`src/rtl/aclk_pkg.sv`:
```
package aclk_pkg;

  // Who owns the bit clock and the frame strobes.
  typedef enum logic {
    ROLE_MASTER = 1'b0,
    ROLE_SLAVE  = 1'b1
  } role_e;

  // A field holds count-1; the actual count is one more.
  function automatic int unsigned ratio_of(input int unsigned field_m1);
    return field_m1 + 32'd1;
  endfunction

  // True while position pos lies in the leading floor(len/2) slots of a period.
  function automatic logic in_lead_half(input int unsigned pos, input int unsigned len);
    return pos < (len >> 1);
  endfunction

endpackage

```
`src/rtl/aclk_bit_div.sv`:
```
module aclk_bit_div
  import aclk_pkg::*;
#(
  parameter int W = 8
) (
  input  logic         clk,
  input  logic         rst_n,
  input  logic         run_i,
  input  logic [W-1:0] div_m1_i,
  output logic         tick_o,
  output logic         lvl_o,
  output logic         pass_o
);

  logic [W-1:0] cnt_q;
  logic [W-1:0] ratio_q;
  logic         lvl_q;

  // Named internal events, also used by the assertions below.
  logic         at_end_w;
  logic [W-1:0] cnt_inc_w;

  assign at_end_w  = run_i && (cnt_q == ratio_q);
  assign cnt_inc_w = cnt_q + 1'b1;

  always_ff @(posedge clk or negedge rst_n) begin
    if (!rst_n) begin
      cnt_q   <= '0;
      ratio_q <= '0;
      lvl_q   <= 1'b0;
    end else if (!run_i || at_end_w) begin
      // The ratio is sampled only here, at a period boundary or while parked.
      cnt_q   <= '0;
      ratio_q <= div_m1_i;
      lvl_q   <= in_lead_half(32'd0, ratio_of(32'(div_m1_i)));
    end else begin
      cnt_q   <= cnt_inc_w;
      lvl_q   <= in_lead_half(32'(cnt_inc_w), ratio_of(32'(ratio_q)));
    end
  end

  assign tick_o = at_end_w;
  assign lvl_o  = lvl_q;
  assign pass_o = (ratio_q == '0);

  AST_BCLK_RISE_AT_WRAP: assert property (@(posedge clk) disable iff (!rst_n)
    (run_i && $past(run_i) && $rose(lvl_q)) |-> $past(at_end_w));

  AST_TICK_SINGLE: assert property (@(posedge clk) disable iff (!rst_n)
    (run_i && $past(run_i) && at_end_w && $past(at_end_w)) |-> (ratio_q == '0));

  AST_RATIO_HELD: assert property (@(posedge clk) disable iff (!rst_n)
    (run_i && $past(run_i) && !$past(at_end_w)) |-> $stable(ratio_q));

endmodule

```
`src/rtl/aclk_frame_div.sv`:
```
module aclk_frame_div
  import aclk_pkg::*;
#(
  parameter int W = 8
) (
  input  logic         clk,
  input  logic         rst_n,
  input  logic         run_i,
  input  logic         tick_i,
  input  logic [W-1:0] len_m1_i,
  output logic         ws_o
);

  logic [W-1:0] pos_q;
  logic [W-1:0] len_q;
  logic         ws_q;

  logic         frame_end_w;
  logic [W-1:0] pos_inc_w;

  assign frame_end_w = run_i && tick_i && (pos_q == len_q);
  assign pos_inc_w   = pos_q + 1'b1;

  always_ff @(posedge clk or negedge rst_n) begin
    if (!rst_n) begin
      pos_q <= '0;
      len_q <= '0;
      ws_q  <= 1'b0;
    end else if (!run_i || frame_end_w) begin
      pos_q <= '0;
      len_q <= len_m1_i;
      ws_q  <= !in_lead_half(32'd0, ratio_of(32'(len_m1_i)));
    end else if (tick_i) begin
      pos_q <= pos_inc_w;
      ws_q  <= !in_lead_half(32'(pos_inc_w), ratio_of(32'(len_q)));
    end
  end

  assign ws_o = ws_q;

  AST_WS_ON_BOUNDARY: assert property (@(posedge clk) disable iff (!rst_n)
    (run_i && $past(run_i) && !$stable(ws_q)) |-> $past(tick_i));

  AST_LEN_HELD: assert property (@(posedge clk) disable iff (!rst_n)
    (run_i && $past(run_i) && !$past(frame_end_w)) |-> $stable(len_q));

endmodule

```
`src/rtl/audio_clk_chain.sv`:
```
module audio_clk_chain
  import aclk_pkg::*;
#(
  parameter int DIV_W = 8
) (
  input  logic             mclk,
  input  logic             rst_n,
  input  logic             slave_i,
  input  logic [DIV_W-1:0] mclk_div_m1,
  input  logic [DIV_W-1:0] rx_len_m1,
  input  logic [DIV_W-1:0] tx_len_m1,
  input  logic             ext_bclk,
  input  logic             ext_tx_ws,
  input  logic             ext_rx_ws,
  output logic             bclk_en,
  output logic             bclk,
  output logic             tx_ws,
  output logic             rx_ws
);

  localparam int NUM_FRAMES = 2;  // index 0 = transmit, 1 = receive

  role_e role_w;
  logic  run_q;
  logic  tick_w;
  logic  lvl_w;
  logic  pass_w;

  logic [DIV_W-1:0]      len_sel_w [NUM_FRAMES];
  logic [NUM_FRAMES-1:0] ws_div_w;
  logic [NUM_FRAMES-1:0] ws_ext_w;

  assign role_w = slave_i ? ROLE_SLAVE : ROLE_MASTER;

  // Counters run one edge after master mode is seen; the parked edge reloads them.
  always_ff @(posedge mclk or negedge rst_n) begin
    if (!rst_n) run_q <= 1'b0;
    else        run_q <= (role_w == ROLE_MASTER);
  end

  aclk_bit_div #(.W(DIV_W)) u_bit (
    .clk      (mclk),
    .rst_n    (rst_n),
    .run_i    (run_q),
    .div_m1_i (mclk_div_m1),
    .tick_o   (tick_w),
    .lvl_o    (lvl_w),
    .pass_o   (pass_w)
  );

  assign len_sel_w[0] = tx_len_m1;
  assign len_sel_w[1] = rx_len_m1;
  assign ws_ext_w     = {ext_rx_ws, ext_tx_ws};

  for (genvar g = 0; g < NUM_FRAMES; g++) begin : g_frame
    aclk_frame_div #(.W(DIV_W)) u_frame (
      .clk      (mclk),
      .rst_n    (rst_n),
      .run_i    (run_q),
      .tick_i   (tick_w),
      .len_m1_i (len_sel_w[g]),
      .ws_o     (ws_div_w[g])
    );
  end

  always_comb begin
    if (role_w == ROLE_SLAVE) begin
      bclk_en = 1'b0;
      bclk    = ext_bclk;
      tx_ws   = ws_ext_w[0];
      rx_ws   = ws_ext_w[1];
    end else begin
      bclk_en = tick_w;
      bclk    = (run_q && pass_w) ? mclk : lvl_w;
      tx_ws   = ws_div_w[0];
      rx_ws   = ws_div_w[1];
    end
  end

  AST_SLAVE_PARKED: assert property (@(posedge mclk) disable iff (!rst_n)
    (slave_i && $past(slave_i)) |-> !tick_w);

endmodule

```
`config.mk`:
```
export PLATFORM = sky130hd
export DESIGN_NAME = audio_clk_chain
export DESIGN_NICKNAME = d
export VERILOG_FILES = /design/src/rtl/aclk_pkg.sv /design/src/rtl/aclk_bit_div.sv /design/src/rtl/aclk_frame_div.sv /design/src/rtl/audio_clk_chain.sv
export SDC_FILE = /design/constraint.sdc
export NUM_CORES = 1
export LEC_CHECK = 0
export BUFFER_PORTS_ARGS = -buffer_cell sky130_fd_sc_hd__buf_2
export CORE_UTILIZATION = 65
export DETAILED_ROUTE_END_ITERATION = 10
export GPL_ROUTABILITY_DRIVEN = 0
export GPL_TIMING_DRIVEN = 0
export MAX_ROUTING_LAYER = met4
export PLACE_DENSITY = 0.86
export SETUP_SLACK_MARGIN = 0.02
export SYNTH_ARGS = -nofsm -noshare
export SYNTH_HDL_FRONTEND = slang
export SYNTH_HIERARCHICAL = 1
export SYNTH_SLANG_ARGS = --single-unit
```
`constraint.sdc`:
```
create_clock -name mclk -period 5.2 [get_ports mclk]
set_clock_uncertainty 0.2 [all_clocks]
set_input_delay 0.78 -clock mclk [delete_from_list [all_inputs] [get_ports mclk]]
set_output_delay 0.78 -clock mclk [all_outputs]
set_load 0.02 [all_outputs]
```
* Yosys cells after proc, flatten, opt, wreduce, memory -nomap -nowiden
Cells that the tools add are included.
** Storage, ports and cells
- Output and inout port bits :: 4
- Flip-flop bits (word level) :: 52
- Word-level logic and storage cells :: 61
** Cells by class
- Add/sub/neg operators :: 9
- Bitwise logic cells :: 1
- Equality and inequality tests :: 3
- Multiplexer cells :: 16
- Reduce and logical (&&, ||, !) cells :: 16
- $lt $le $gt $ge :: 6
** Operators with widths (count)
- $lt A1 B31 Y1 const A :: 3
- $lt A8 B31 Y1 :: 3
- $add A8 B1 Y9 const B :: 6
- $mux W8 :: 5
- $add A8 B1 Y8 const B :: 3
- $eq A8 B8 Y1 :: 3
- $mux W1 :: 11
- $logic_not A8 Y1 :: 1
- $logic_and A1 B1 Y1 :: 5
- $logic_not A1 Y1 :: 5
- $reduce_bool A2 Y1 :: 2
- $logic_or A1 B1 Y1 :: 3
- $not A1 Y1 :: 1

* Depth between registers and ports, before layout
Gate-level depths: netlist of run 1.
- Word-level depth :: 6
- Mapped depth :: 10
- Depth with buffers taken out :: 9

* Modules after synthesis
The synthesis of run 1 kept the hierarchy.
** By module, submodules not included
- aclk_frame_div :: area an instance 1262.5 µm², sequential area each 425.4 µm², instances 2, cells an instance 124
- aclk_bit_div :: area an instance 1177.4 µm², sequential area each 425.4 µm², instances 1, cells an instance 114
- audio_clk_chain :: area an instance 86.3 µm², sequential area each 25.0 µm², instances 1, cells an instance 9

==> results.py, run 1 <==
metrics = {
    "run_status": {
        "status": "finished clean",
    },
    "run": {
        "drv_cap": 0,
    },
    "finish": {
        "layout.nets": 475,
        "antennaDiodeCount": 0,
        "final_cell_mix": "dfrtp_1, xor2_1, xnor2_1",
        "fillers": 394,
        "final_common_cell": "dfrtp_1",
        "area_delta_synth_final_pct": 9.87,
        "utilization_pct": 74.7,
        "drive_gt1_share_pct": 23.7,
        "multi_input_area_um2": 2300,
        "seqCellArea_um2": 1300,
    },
    "clock_network": {
        "cts_hold_buffers": 0,
        "clk_pin_slew_ps": 90,
        "clock_latency_ps": 410,
        "cts_tree": "yes",
        "cts_resized": 0,
        "post_cts.repair.setup_buffers": 0,
    },
    "power_and_ir_drop": {
        "power_mw": 0.919,
        "leakage_nw": 1.95,
        "power_switching_mw": 0.262,
        "swShare_pct": 28.5,
        "p_seq_share_pct": 49.8,
        "power_frac_clock_pct": 30.5,
        "pwr-share-comb_pct": 19.7,
        "peakVddDrop_mv": 0.153,
        "power.internal_mw": 0.657,
        "p_per_area_nw_per_um2": 221,
    },
    "die": {
        "die-area_um2": 6140,
        "rows": 27,
        "die_h_um": 78.3,
        "die_x_um": 78.3,
        "start_util_pct": 68.0,
        "io_pins": 34,
        "core_area_um2": 5570,
    },
    "global_routing": {
        "grt_max_degree": 53,
        "grt_pass1_wl_um": 13200,
        "grt_pass1_vias": 2896,
        "antenna_found_initial": 0,
        "grt_usage_pct": 28.5,
        "grt-ovfl-total": 0,
    },
    "synthesis": {
        "syn_inst": 371,
        "synth-edff-count": 0,
        "synth-async-reset-ratio_pct": 100,
        "ys.flop_type": "dfrtp_1",
        "post_synth.cell_area_avg_um2": 10.2,
        "ys_ff_latch": 52,
        "syn_area_um2": 3790,
        "ys_types": 46,
        "yosys_warnings": 6,
        "syn-num-nets": 432,
        "ys_seq_area_share_pct": 34.3,
    },
    "critical_path": {
        "worst_setup_path_start_kind": "clock port",
        "cp.required_ps": 4220,
        "arrival_ps": 3140,
        "crit_path_max_fanout": 2,
        "critical_path_class": "clock port to primary output",
        "critical_path.startpoint": "mclk",
        "r2r_start": "u_bit/ratio_q[3]",
        "worst_r2r_path_depth": 9,
        "end_kind": "primary output",
    },
    "detailed_routing": {
        "dr.pass1.iters": 4,
        "vias": 2871,
        "drc_errors": 0,
        "final_antenna_net_count": 0,
        "drt-total-wl_um": 7560,
        "wl_per_cell_um": 15.5,
        "drt_iter0_markers": 149,
        "via_per_inst": 5.91,
    },
    "sta": {
        "slew_violations": 0,
        "slew_headroom_pct": 23.1,
        "hold_violations": 0,
        "grt_setup_unrepaired": "false",
        "setup_viol": 0,
        "tightest_slew_ps": 1150,
        "fin_setup_tns_ps": 0,
        "setup_ws_ps": 1080,
    },
    "placement": {
        "dp_worst_setup_slack_ps": 1330,
        "dpl.hpwl_um": 5650,
        "port-buffer-count": 33,
    },
    "min_path": {
        "min_path_type": "flip-flop to flip-flop",
        "holdPathStages": 1,
        "hp-start": "u_bit/cnt_q[0]",
    },
}
-- final cells by class --
class	count	area share, %
Buffer	18	3.52
Timing Repair Buffer	32	3.85
Multi-Input combinational cell	291	55.3
Sequential cell	52	31.3
Inverter	10	0.902
Clock inverter	1	0.120
Tap cell	72	2.16
Clock buffer	10	2.86
-- Yosys cell counts, types with 2 or more instances --
master / instances / area share (%)
a2111oi_0: 2 / 0.46
a211o_1: 2 / 0.46
a21oi_1: 7 / 0.92
a31o_2: 2 / 0.46
and3_1: 6 / 0.99
and3_2: 4 / 0.79
and4_1: 2 / 0.46
buf_4: 2 / 0.40
buf_6: 9 / 2.7
clkbuf_1: 4 / 0.40
clkbuf_2: 2 / 0.26
dfrtp_1: 52 / 34
ha_1: 31 / 10
inv_1: 10 / 0.99
mux2_2: 21 / 6.2
mux2_4: 4 / 1.6
mux2i_1: 3 / 0.79
nand2_1: 28 / 2.8
nand3_1: 17 / 2.2
nand3_2: 2 / 0.53
nand4_1: 13 / 2.1
nand4_2: 2 / 0.66
nor2_1: 28 / 2.8
nor2b_1: 7 / 1.2
nor3_1: 6 / 0.79
nor4_1: 2 / 0.33
o2111ai_1: 2 / 0.46
o21ai_0: 6 / 0.79
o31a_2: 2 / 0.53
o31ai_4: 2 / 1.1
o32ai_1: 2 / 0.46
or4_1: 3 / 0.59
xnor2_1: 36 / 8.3
xor2_1: 38 / 8.8
-- per-stage QoR --
stage	std cells	area, um^2	hold WS [ps]
after global routing	486	4160	392
after floorplan	371	3790	284
final	486	4160	360
after detailed placement	476	4040	350
after CTS	486	4160	361
after global placement	476	4040	344
-- routing by layer --
metal  global-route usage, %  vias to the layer above  part of all wire (%)
met2                    46.6                       53                    50
met5                       -                        -                     0
met3                    6.28                       18                   2.9
met1                    33.8                     1418                    44
met4                    12.6                        0                   2.2
li1                        -                     1382                     -
-- sequential cells by signal (all words and copies together), names as in the netlist --
| register | flops |
|---|---|
| run_q | 1 |
| g_frame.u_frame/pos_q | 16 |
| g_frame.u_frame/len_q | 16 |
| u_bit/cnt_q | 8 |
| g_frame.u_frame/ws_o | 2 |
| u_bit/ratio_q | 8 |
| u_bit/lvl_o | 1 |
-- path summary, 6_finish.rpt --
path | endpoint | slack [ps]
setup / recovery | bclk | 1080
hold / removal | u_bit/cnt_q[0] | 360
setup reg to reg | g_frame[1].u_frame/len_q[5] | 2350
hold reg to reg | u_bit/cnt_q[0] | 360
max in group asynchronous | g_frame[0].u_frame/pos_q[3] | 3690
min in group asynchronous | g_frame[0].u_frame/len_q[4] | 370
-- power groups by stage --
| stage | clock (mW) | sequential, mW | combinational, mW |
|---|---|---|---|
| 2_1_floorplan | 0.000964 | 0.457 | 0.131 |
| 3_3_place_gp | 0.00135 | 0.463 | 0.169 |
| 3_5_place_dp | 0.00135 | 0.465 | 0.180 |
| 4_1_cts | 0.290 | 0.457 | 0.182 |
| 5_1_grt | 0.307 | 0.462 | 0.201 |
| 6_report | 0.281 | 0.458 | 0.181 |
-- cell families after synthesis --
family | after synthesis | synth area share [%]
mux | 29 | 8.92
xor+xnor | 74 | 17.1
fa+ha+maj | 31 | 10.2
buf+inv | 28 | 4.85
flops | 52 | 34.3
simple gates | 124 | 17.0
compound gates | 33 | 7.50
-- worst max-delay path, stage by stage --
cell      delay (ps)
clkbuf_8         110
clkbuf_8         120
nand3_1           70
a31oi_1           80
buf_2            160
Note: power is estimated with default switching activity, not from simulation.
==> inputs of run 2 (changes only) <==
Settings changed: CORE_UTILIZATION 65 to 60, PLACE_DENSITY 0.86 to 0.8.
Clock period 5.2 ns to 3.8 ns, I/O delays scaled along.
==> run 2 against run 1 <==
Net effect:
- sequential cell count stayed put
- cell area grew 1.3%
- critical endpoint unchanged
- sequential power is 37% higher
- clock power rose by 76%
- utilization is 4.3 points lower
- die area is 8.1% higher
==> results.py, run 2 (synthesis gave the netlist of run 1 again) <==
metrics = {
    "sta": {
        "setup_viol": 0,
        "tightest_slew_ps": 1170,
        "hold_violations": 0,
        "fmax_ghz": 0.297,
        "slew_violations": 0,
        "period_needed_ps": 3370,
        "grt_setup_unrepaired": "false",
        "finalCritPeriodShare_pct": 88.7,
        "fin_setup_tns_ps": 0,
        "slew_headroom_pct": 22.3,
    },
    "global_routing": {
        "grt_pass1_vias": 2846,
        "grt_usage_pct": 27.2,
        "antenna_found_initial": 0,
        "grt-ovfl-total": 0,
        "grt_max_degree": 53,
        "grt_pass1_wl_um": 13200,
    },
    "die": {
        "rows": 28,
        "io_pins": 34,
        "die-area_um2": 6640,
        "start_util_pct": 63.2,
        "die_x_um": 81.5,
        "die_h_um": 81.5,
        "core_area_um2": 5990,
    },
    "power_and_ir_drop": {
        "peakVddDrop_mv": 0.266,
        "leakage_nw": 1.97,
        "p_per_area_nw_per_um2": 325,
    },
    "critical_path": {
        "arrival_ps": 2600,
        "critPathSlowestCell": "or4b_2",
        "end_kind": "primary output",
        "crit_path_max_incr_delay_ps": 580,
        "critical_path_class": "flip-flop to primary output",
        "worst_setup_path_start_kind": "flip-flop",
        "crit_path_max_fanout": 5,
        "crit_chain": "inv_1, ha_1, or4b_2, nor4_1, nand3_1, a31oi_1, buf_2",
        "cp.required_ps": 3030,
    },
    "finish": {
        "drive_gt1_share_pct": 24.1,
        "top_regs": "g_frame.u_frame/len_q (16), g_frame.u_frame/pos_q (16)",
        "area_delta_synth_final_pct": 11.3,
        "final_cell_mix": "dfrtp_1, xor2_1, xnor2_1",
        "final_common_cell": "dfrtp_1",
        "utilization_pct": 70.4,
        "antennaDiodeCount": 0,
        "layout.nets": 475,
    },
    "clock_network": {
        "cts_resized": 0,
        "clk_pin_slew_ps": 90,
        "cts_tree": "yes",
        "post_cts.repair.setup_buffers": 0,
        "cts_hold_buffers": 0,
        "clock_latency_ps": 400,
    },
    "detailed_routing": {
        "final_antenna_net_count": 0,
        "drt_iter0_markers": 177,
        "vias": 2841,
        "wl_per_cell_um": 15.6,
        "dr.pass1.iters": 4,
        "drc_errors": 0,
        "via_per_inst": 5.80,
        "drt-total-wl_um": 7640,
    },
    "run": {
        "drv_cap": 0,
    },
    "run_status": {
        "status": "finished clean",
    },
    "placement": {
        "dpl.hpwl_um": 5580,
        "port-buffer-count": 33,
    },
    "min_path": {
        "min_path_type": "primary input to asynchronous set/reset pin",
    },
}
==> run 2: cell types whose count changed in the layout (fill, tap and decap cells not counted), sizes merged <==
cell / previous run / this run
clkinv: 1 / 0
bufinv: 0 / 1
clkbuf: 15 / 16
==> run 2: path summary, 6_finish.rpt <==
check                            startpoint                           to  slack, ps  cells after the start
setup / recovery           u_bit/ratio_q[0]                         bclk        430                      7
hold / removal                        rst_n  g_frame[0].u_frame/len_q[7]        190                      1
setup reg to reg             u_bit/cnt_q[0]  g_frame[1].u_frame/len_q[6]       1000                      8
hold reg to reg              u_bit/cnt_q[0]               u_bit/cnt_q[0]        390                      1
max in group asynchronous             rst_n             u_bit/ratio_q[2]       2500                      1
min in group mclk            mclk_div_m1[6]             u_bit/ratio_q[6]        200                      2
==> run 2: critical path: cells and delay by family (launching register included) <==
kind	cells	cell delay, ps
AND/OR/NAND/NOR	3	1110
adder cells (fa/ha/maj)	1	160
AO/OA/AOI/OAI	1	190
flip-flops	1	450
buffers and inverters	2	300
==> run 2: metal layers <==
metal  wire length (um)  track usage (%)
met3                265             4.67
met2               3690             43.3
met4                129             10.4
met1               3550             34.4
met5                  0                -
==> run 2: layout make-up <==
cell class,instances,area [um^2]
clock buffer,11,143
fill,446,1780
tap,75,93.8
timing repair buffer,32,160
clock inverter,1,30.0
sequential,52,1300
inverter,10,37.5
multi-input combinational,291,2300
buffer,18,146
==> run 2: through the flow <==
stage | power (mW) | worst slack [ps] | cell area, um^2 | hold slack [ps] | std cells
4_1_cts | 1.38 | 380 | 4220 | 192 | 490
3_5_place_dp | 0.883 | 842 | 4050 | 362 | 479
2_1_floorplan | 0.805 | 876 | 3790 | 74.4 | 371
3_3_place_gp | 0.870 | 842 | 4050 | 346 | 479
5_1_grt | 1.45 | 228 | 4220 | 189 | 490
6_report | 1.37 | 428 | 4220 | 190 | 490
==> run 2: where the power goes <==
part	total, mW	switching [mW]	internal [mW]
logic	0.249	0.126	0.123
clock network	0.494	0.194	0.300
registers	0.626	0.0438	0.582
